===== src/rtl/scr_pkg.sv =====
package scr_pkg;
  localparam int unsigned SCR_LEN   = 15;
  localparam int unsigned SCR_TAP_A = 7;
  localparam int unsigned SCR_TAP_B = 15;

  // Preset: only stage 1 set, all others clear.
  function automatic logic [SCR_LEN-1:0] preset_word();
    logic [SCR_LEN-1:0] w;
    w    = '0;
    w[0] = 1'b1;
    return w;
  endfunction
endpackage


===== src/rtl/scr_tap.sv =====
module scr_tap #(
  parameter int unsigned LEN   = scr_pkg::SCR_LEN,
  parameter int unsigned TAP_A = scr_pkg::SCR_TAP_A,
  parameter int unsigned TAP_B = scr_pkg::SCR_TAP_B
) (
  input  logic [LEN-1:0] stages,
  input  logic           bypass,
  output logic           flip
);
  localparam int unsigned IA = TAP_A - 1;
  localparam int unsigned IB = TAP_B - 1;

  // Invert when the two tapped stages agree; bypass forces no inversion.
  always_comb begin
    flip = ~(stages[IA] ^ stages[IB]) & ~bypass;
  end
endmodule


===== src/rtl/scr_tx.sv =====
module scr_tx #(
  parameter int unsigned LEN   = scr_pkg::SCR_LEN,
  parameter int unsigned TAP_A = scr_pkg::SCR_TAP_A,
  parameter int unsigned TAP_B = scr_pkg::SCR_TAP_B
) (
  input  logic clk,
  input  logic rst,
  input  logic en,
  input  logic din,
  input  logic inh,
  output logic dout
);
  logic [LEN-1:0] shreg;
  logic           flip;
  logic           line_bit;

  scr_tap #(.LEN(LEN), .TAP_A(TAP_A), .TAP_B(TAP_B)) i_tap (
    .stages(shreg),
    .bypass(inh),
    .flip  (flip)
  );

  assign line_bit = din ^ flip;

  always_ff @(posedge clk) begin
    if (rst) begin
      shreg <= scr_pkg::preset_word();
    end else if (en) begin
      shreg <= {shreg[LEN-2:0], line_bit};
    end
  end

  // Output is stage 1 itself: no extra latency.
  assign dout = shreg[0];
endmodule


===== src/rtl/scr_rx.sv =====
module scr_rx #(
  parameter int unsigned LEN   = scr_pkg::SCR_LEN,
  parameter int unsigned TAP_A = scr_pkg::SCR_TAP_A,
  parameter int unsigned TAP_B = scr_pkg::SCR_TAP_B
) (
  input  logic clk,
  input  logic rst,
  input  logic en,
  input  logic din,
  input  logic inh,
  output logic dout
);
  logic [LEN-1:0] shreg;
  logic           flip;
  logic           out_q;

  scr_tap #(.LEN(LEN), .TAP_A(TAP_A), .TAP_B(TAP_B)) i_tap (
    .stages(shreg),
    .bypass(inh),
    .flip  (flip)
  );

  always_ff @(posedge clk) begin
    if (rst) begin
      shreg <= scr_pkg::preset_word();
      out_q <= 1'b0;
    end else if (en) begin
      shreg <= {shreg[LEN-2:0], din};
      out_q <= din ^ flip;
    end
  end

  assign dout = out_q;
endmodule


===== src/rtl/scrdescr_top.sv =====
module scrdescr_top #(
  parameter int unsigned LEN   = scr_pkg::SCR_LEN,
  parameter int unsigned TAP_A = scr_pkg::SCR_TAP_A,
  parameter int unsigned TAP_B = scr_pkg::SCR_TAP_B
) (
  input  logic clk,
  input  logic rst,
  input  logic tx_en,
  input  logic tx_din,
  input  logic tx_inh,
  output logic tx_dout,
  input  logic rx_en,
  input  logic rx_din,
  input  logic rx_inh,
  output logic rx_dout
);
  scr_tx #(.LEN(LEN), .TAP_A(TAP_A), .TAP_B(TAP_B)) i_tx (
    .clk (clk),
    .rst (rst),
    .en  (tx_en),
    .din (tx_din),
    .inh (tx_inh),
    .dout(tx_dout)
  );

  scr_rx #(.LEN(LEN), .TAP_A(TAP_A), .TAP_B(TAP_B)) i_rx (
    .clk (clk),
    .rst (rst),
    .en  (rx_en),
    .din (rx_din),
    .inh (rx_inh),
    .dout(rx_dout)
  );
endmodule


===== config.mk =====
export PLATFORM = sky130hd
export DESIGN_NAME = scrdescr_top
export DESIGN_NICKNAME = d
export VERILOG_FILES = /design/src/rtl/scr_pkg.sv /design/src/rtl/scr_tap.sv /design/src/rtl/scr_tx.sv /design/src/rtl/scr_rx.sv /design/src/rtl/scrdescr_top.sv
export SDC_FILE = /design/constraint.sdc
export NUM_CORES = 1
export LEC_CHECK = 0
export ABC_AREA = 1
export BUFFER_PORTS_ARGS = -buffer_cell sky130_fd_sc_hd__buf_2
export CAP_MARGIN = 20
export CELL_PAD_IN_SITES_DETAIL_PLACEMENT = 0
export CELL_PAD_IN_SITES_GLOBAL_PLACEMENT = 2
export CORE_MARGIN = 8
export CORE_UTILIZATION = 33
export CTS_CLUSTER_SIZE = 16
export DETAILED_ROUTE_END_ITERATION = 12
export GPL_TIMING_DRIVEN = 0
export HOLD_SLACK_MARGIN = 0.1
export PLACE_DENSITY_LB_ADDON = 0.08
export SYNTH_ARGS = -nofsm -noshare
export SYNTH_HDL_FRONTEND = slang
export SYNTH_SLANG_ARGS = --single-unit

===== constraint.sdc =====
create_clock -name clk -period 0.88 [get_ports clk]
set_input_delay 0 -clock clk [delete_from_list [all_inputs] [get_ports clk]]
set_output_delay 0 -clock clk [all_outputs]
set_load 0.01 [all_outputs]

==> results.json <==
{
  "seq_area_frac_synth_pct": 53.3,
  "nFillCells": 390,
  "synth_warnings": 0,
  "ys_async_sr_fraction_pct": 0,
  "dieWidth_um": 75.4,
  "timing.rr.end": "i_rx.dout$_SDFFE_PP0P_",
  "synth_top_family_by_area": "simple AND/OR/NAND/NOR gates",
  "port-buffer-count": 9,
  "pwr-share-comb_pct": 12.2,
  "skew_ns": 0.00844,
  "num_io_pins": 10,
  "dpl.hpwl_um": 1610,
  "synth_mux_area_share_pct": 0,
  "cts_tree": "yes",
  "r2r_start": "i_rx.shreg[6]$_SDFFE_PP0P_",
  "crit_type": "input pin to flip-flop",
  "tns_ns": 0,
  "grt.overflow.total": 0,
  "placed_area_um2": 1270,
  "dieArea_um2": 5690,
  "power.share.clock_pct": 29.7,
  "fin_crit_sh_pct": 99.0,
  "outcome": "completed",
  "netSwitchingFraction_pct": 26.7,
  "synth_area_um2": 1160,
  "synth-compound-area-share_pct": 15.7,
  "p_leak_uw": 0.000677,
  "min_path_cells": 5,
  "stdcell_area_um2": 1450,
  "routedWlPerCell_um": 10.8,
  "antenna_cells": 0,
  "critPathMaxFanout": 10,
  "p_per_area_nw_per_um2": 1830,
  "seqCellArea_um2": 627,
  "maxSlewViolCount": 0,
  "cts_buffers": 5,
  "ys_ff_latch": 31,
  "synth_edf_count": 0,
  "drtIter0Drc": 67,
  "worstPathCellList": "dlygate4sd3_1 > buf_2 > buf_4 > o21ai_0 > nor2_1",
  "critPathLaunch": "tx_en",
  "min_path_type": "input pin to flip-flop",
  "hp-start": "rst",
  "cp-start-kind": "input pin",
  "sequentialPowerShare_pct": 58.1,
  "crit_family": "buffers and inverters",
  "worst_pin_slew_ns": 0.172,
  "core_area_um2": 3360,
  "r2r_cells": 7,
  "grt_max_degree": 11,
  "drtAntennaViolNets": 0,
  "yosysMostFrequentCell": "nor2_1",
  "synth_common_cells": "nor2_1, dfxtp_1, o21ai_0",
  "drc_errors": 0,
  "irDropWorstVdd_mv": 1.01,
  "cp.buffers_inverters": 3,
  "cp_slowest_cell": "dlygate4sd3_1",
  "nNetsFinal": 186,
  "postSynthAreaPerCell_um2": 7.71,
  "viasPerCell": 4.40,
  "antenna_found_initial": 0,
  "min_period_ns": 0.871,
  "synth_area_leaders": "dfxtp_1, nor2_1, o21ai_0",
  "whs_endpoint": "i_tx.shreg[2]$_SDFFE_PP0P_",
  "wl_um": 2430,
  "cp.required_ns": 1.11,
  "synth_xor_area_share_pct": 0,
  "multi_input_area_um2": 439,
  "power.internal_uw": 1950,
  "h-tree-depth": 2,
  "clk_pin_slew_ns": 0.10,
  "hold_viol": 0,
  "yosysTopAreaCell": "dfxtp_1",
  "syn_inst": 151,
  "clockBufferDepth": 2,
  "synth_ff_type": "dfxtp_1",
  "clkLatencyLatePin_ns": 0.33,
  "synth_top_area_share_pct": 53.3,
  "crit_path_end_kind": "flip-flop",
  "cap_viol_max_count": 0,
  "gp_congestion": 0.660,
  "p_sw_uw": 711,
  "slowest_delay_ns": 0.53,
  "vias": 991,
  "grt_pass1_wl_um": 4120,
  "synth_adder_area_share_pct": 0,
  "timing.slew.headroom_pct": 88.4,
  "die_h_um": 75.4,
  "rows": 21,
  "synthSimpleGateAreaFrac_pct": 21.6,
  "area.growth.synth_to_final_pct": 24.8,
  "fmaxAchievable_mhz": 1150,
  "arrival_ns": 1.10,
  "synthesis.nets": 159,
  "track_usage_pct": 9.80,
  "clock-sinks": 31,
  "synth_cell_type_count": 14,
  "grt_setup_unrepaired": "true",
  "setup_viol_count_final": 0,
  "grt_pass1_vias": 970,
  "clock-root-buffer": "clkbuf_4",
  "drive_gt1_share_pct": 20.7,
  "drtPass1Iterations": 4,
  "start_util_pct": 34.6,
  "r2r_setup_slack_ns": 0.06
}
==> cells by family after synthesis <==
family	count (synthesis)
flip-flops	31
AO/OA/AOI/OAI	36
buffers and inverters	19
AND/OR/NAND/NOR	65
==> through the flow <==
step	util [%]	std cells	hold WS, ns	setup slack (ns)	total power, uW
2_1_floorplan	-	151	0.0955	0.0882	1760
3_3_place_gp	37.7	206	0.227	0.0328	1840
3_5_place_dp	37.7	206	0.231	0.0205	1850
4_1_cts	42.5	225	0.118	0.00870	2690
5_1_grt	43.2	225	0.141	-0.0349	2830
6_report	43.2	225	0.130	0.00854	2660
==> power by group through the flow <==
| stage | registers (uW) | logic [uW] | clock network (uW) |
|---|---|---|---|
| finish | 1550 | 325 | 791 |
| global route | 1560 | 375 | 895 |
| CTS | 1540 | 319 | 835 |
| detailed placement | 1570 | 279 | 0 |
| global placement | 1570 | 274 | 0 |
| floorplan | 1560 | 200 | 0 |
==> placed cells by master (no fill, tap or decap) <==
cell	Yosys	layout
a21oi_1	7	7
buf_2	1	9
buf_4	2	3
buf_6	4	4
clkbuf_4	0	5
clkinv_2	0	3
dfxtp_1	31	26
dfxtp_2	0	5
dlygate4sd3_1	0	8
dlymetal6s4s_1	0	3
inv_1	10	6
inv_2	2	5
inv_4	0	1
nand2_1	14	12
nand2_2	0	2
nand3_1	4	4
nand4_1	1	1
nor2_1	46	46
o211ai_1	1	1
o21ai_0	27	20
o21ai_1	1	8
==> worst register-to-register path: stages, from the launching register on <==
cell and delay, ns:
dfxtp_2 0.36, inv_2 0.05, nand2_1 0.05, nand3_1 0.07
nand2_1 0.06, nand3_1 0.07, nand2_1 0.06, inv_1 0.03
==> worst max path at each step <==
| stage | endpoint | slack, ns | cells past startpoint |
|---|---|---|---|
| CTS | i_rx.dout$_SDFFE_PP0P_ | 0.009 | 7 |
| global placement | i_rx.dout$_SDFFE_PP0P_ | 0.03 | 7 |
| finish | i_tx.shreg[5]$_SDFFE_PP0P_ | 0.009 | 5 |
| detailed placement | i_rx.dout$_SDFFE_PP0P_ | 0.02 | 7 |
| global route | i_tx.shreg[0]$_SDFFE_PP1P_ | -0.03 | 7 |
| floorplan | i_rx.dout$_SDFFE_PP0P_ | 0.09 | 7 |
==> flip-flops by register name, summed over array words and instances, names as in the netlist <==
| register | count |
|---|---|
| i_rx.dout | 1 |
| i_rx.shreg | 15 |
| i_tx.shreg | 15 |
==> per-layer routing <==
layer  vias to the layer above  share of wire [%]  track usage, %
li1                        542                  -               -
met1                       431                 47            10.2
met2                        12                 46            16.6
met3                         6                4.5            3.95
met4                         0                2.2            5.12
met5                         -                  0               0
==> layout make-up <==
type	count	share of cell area [%]
clock inverters	3	1.03
clock buffers	5	2.58
flip-flops and latches	31	43.1
multi-input cells	101	30.2
repair buffers	20	11.4
plain buffers	7	4.48
well taps	46	3.96
inverters	12	3.27
==> what timing repair did <==
item | 4_1_cts | 5_1_grt
buffers inserted | 0 | 0
resized for setup | 0 | 24
setup endpoints to repair | 0 | 17
endpoints found under the hold margin | 14 | 0
hold buffers | 11 | 0
No activity file was read; power rests on OpenSTA's default activity.
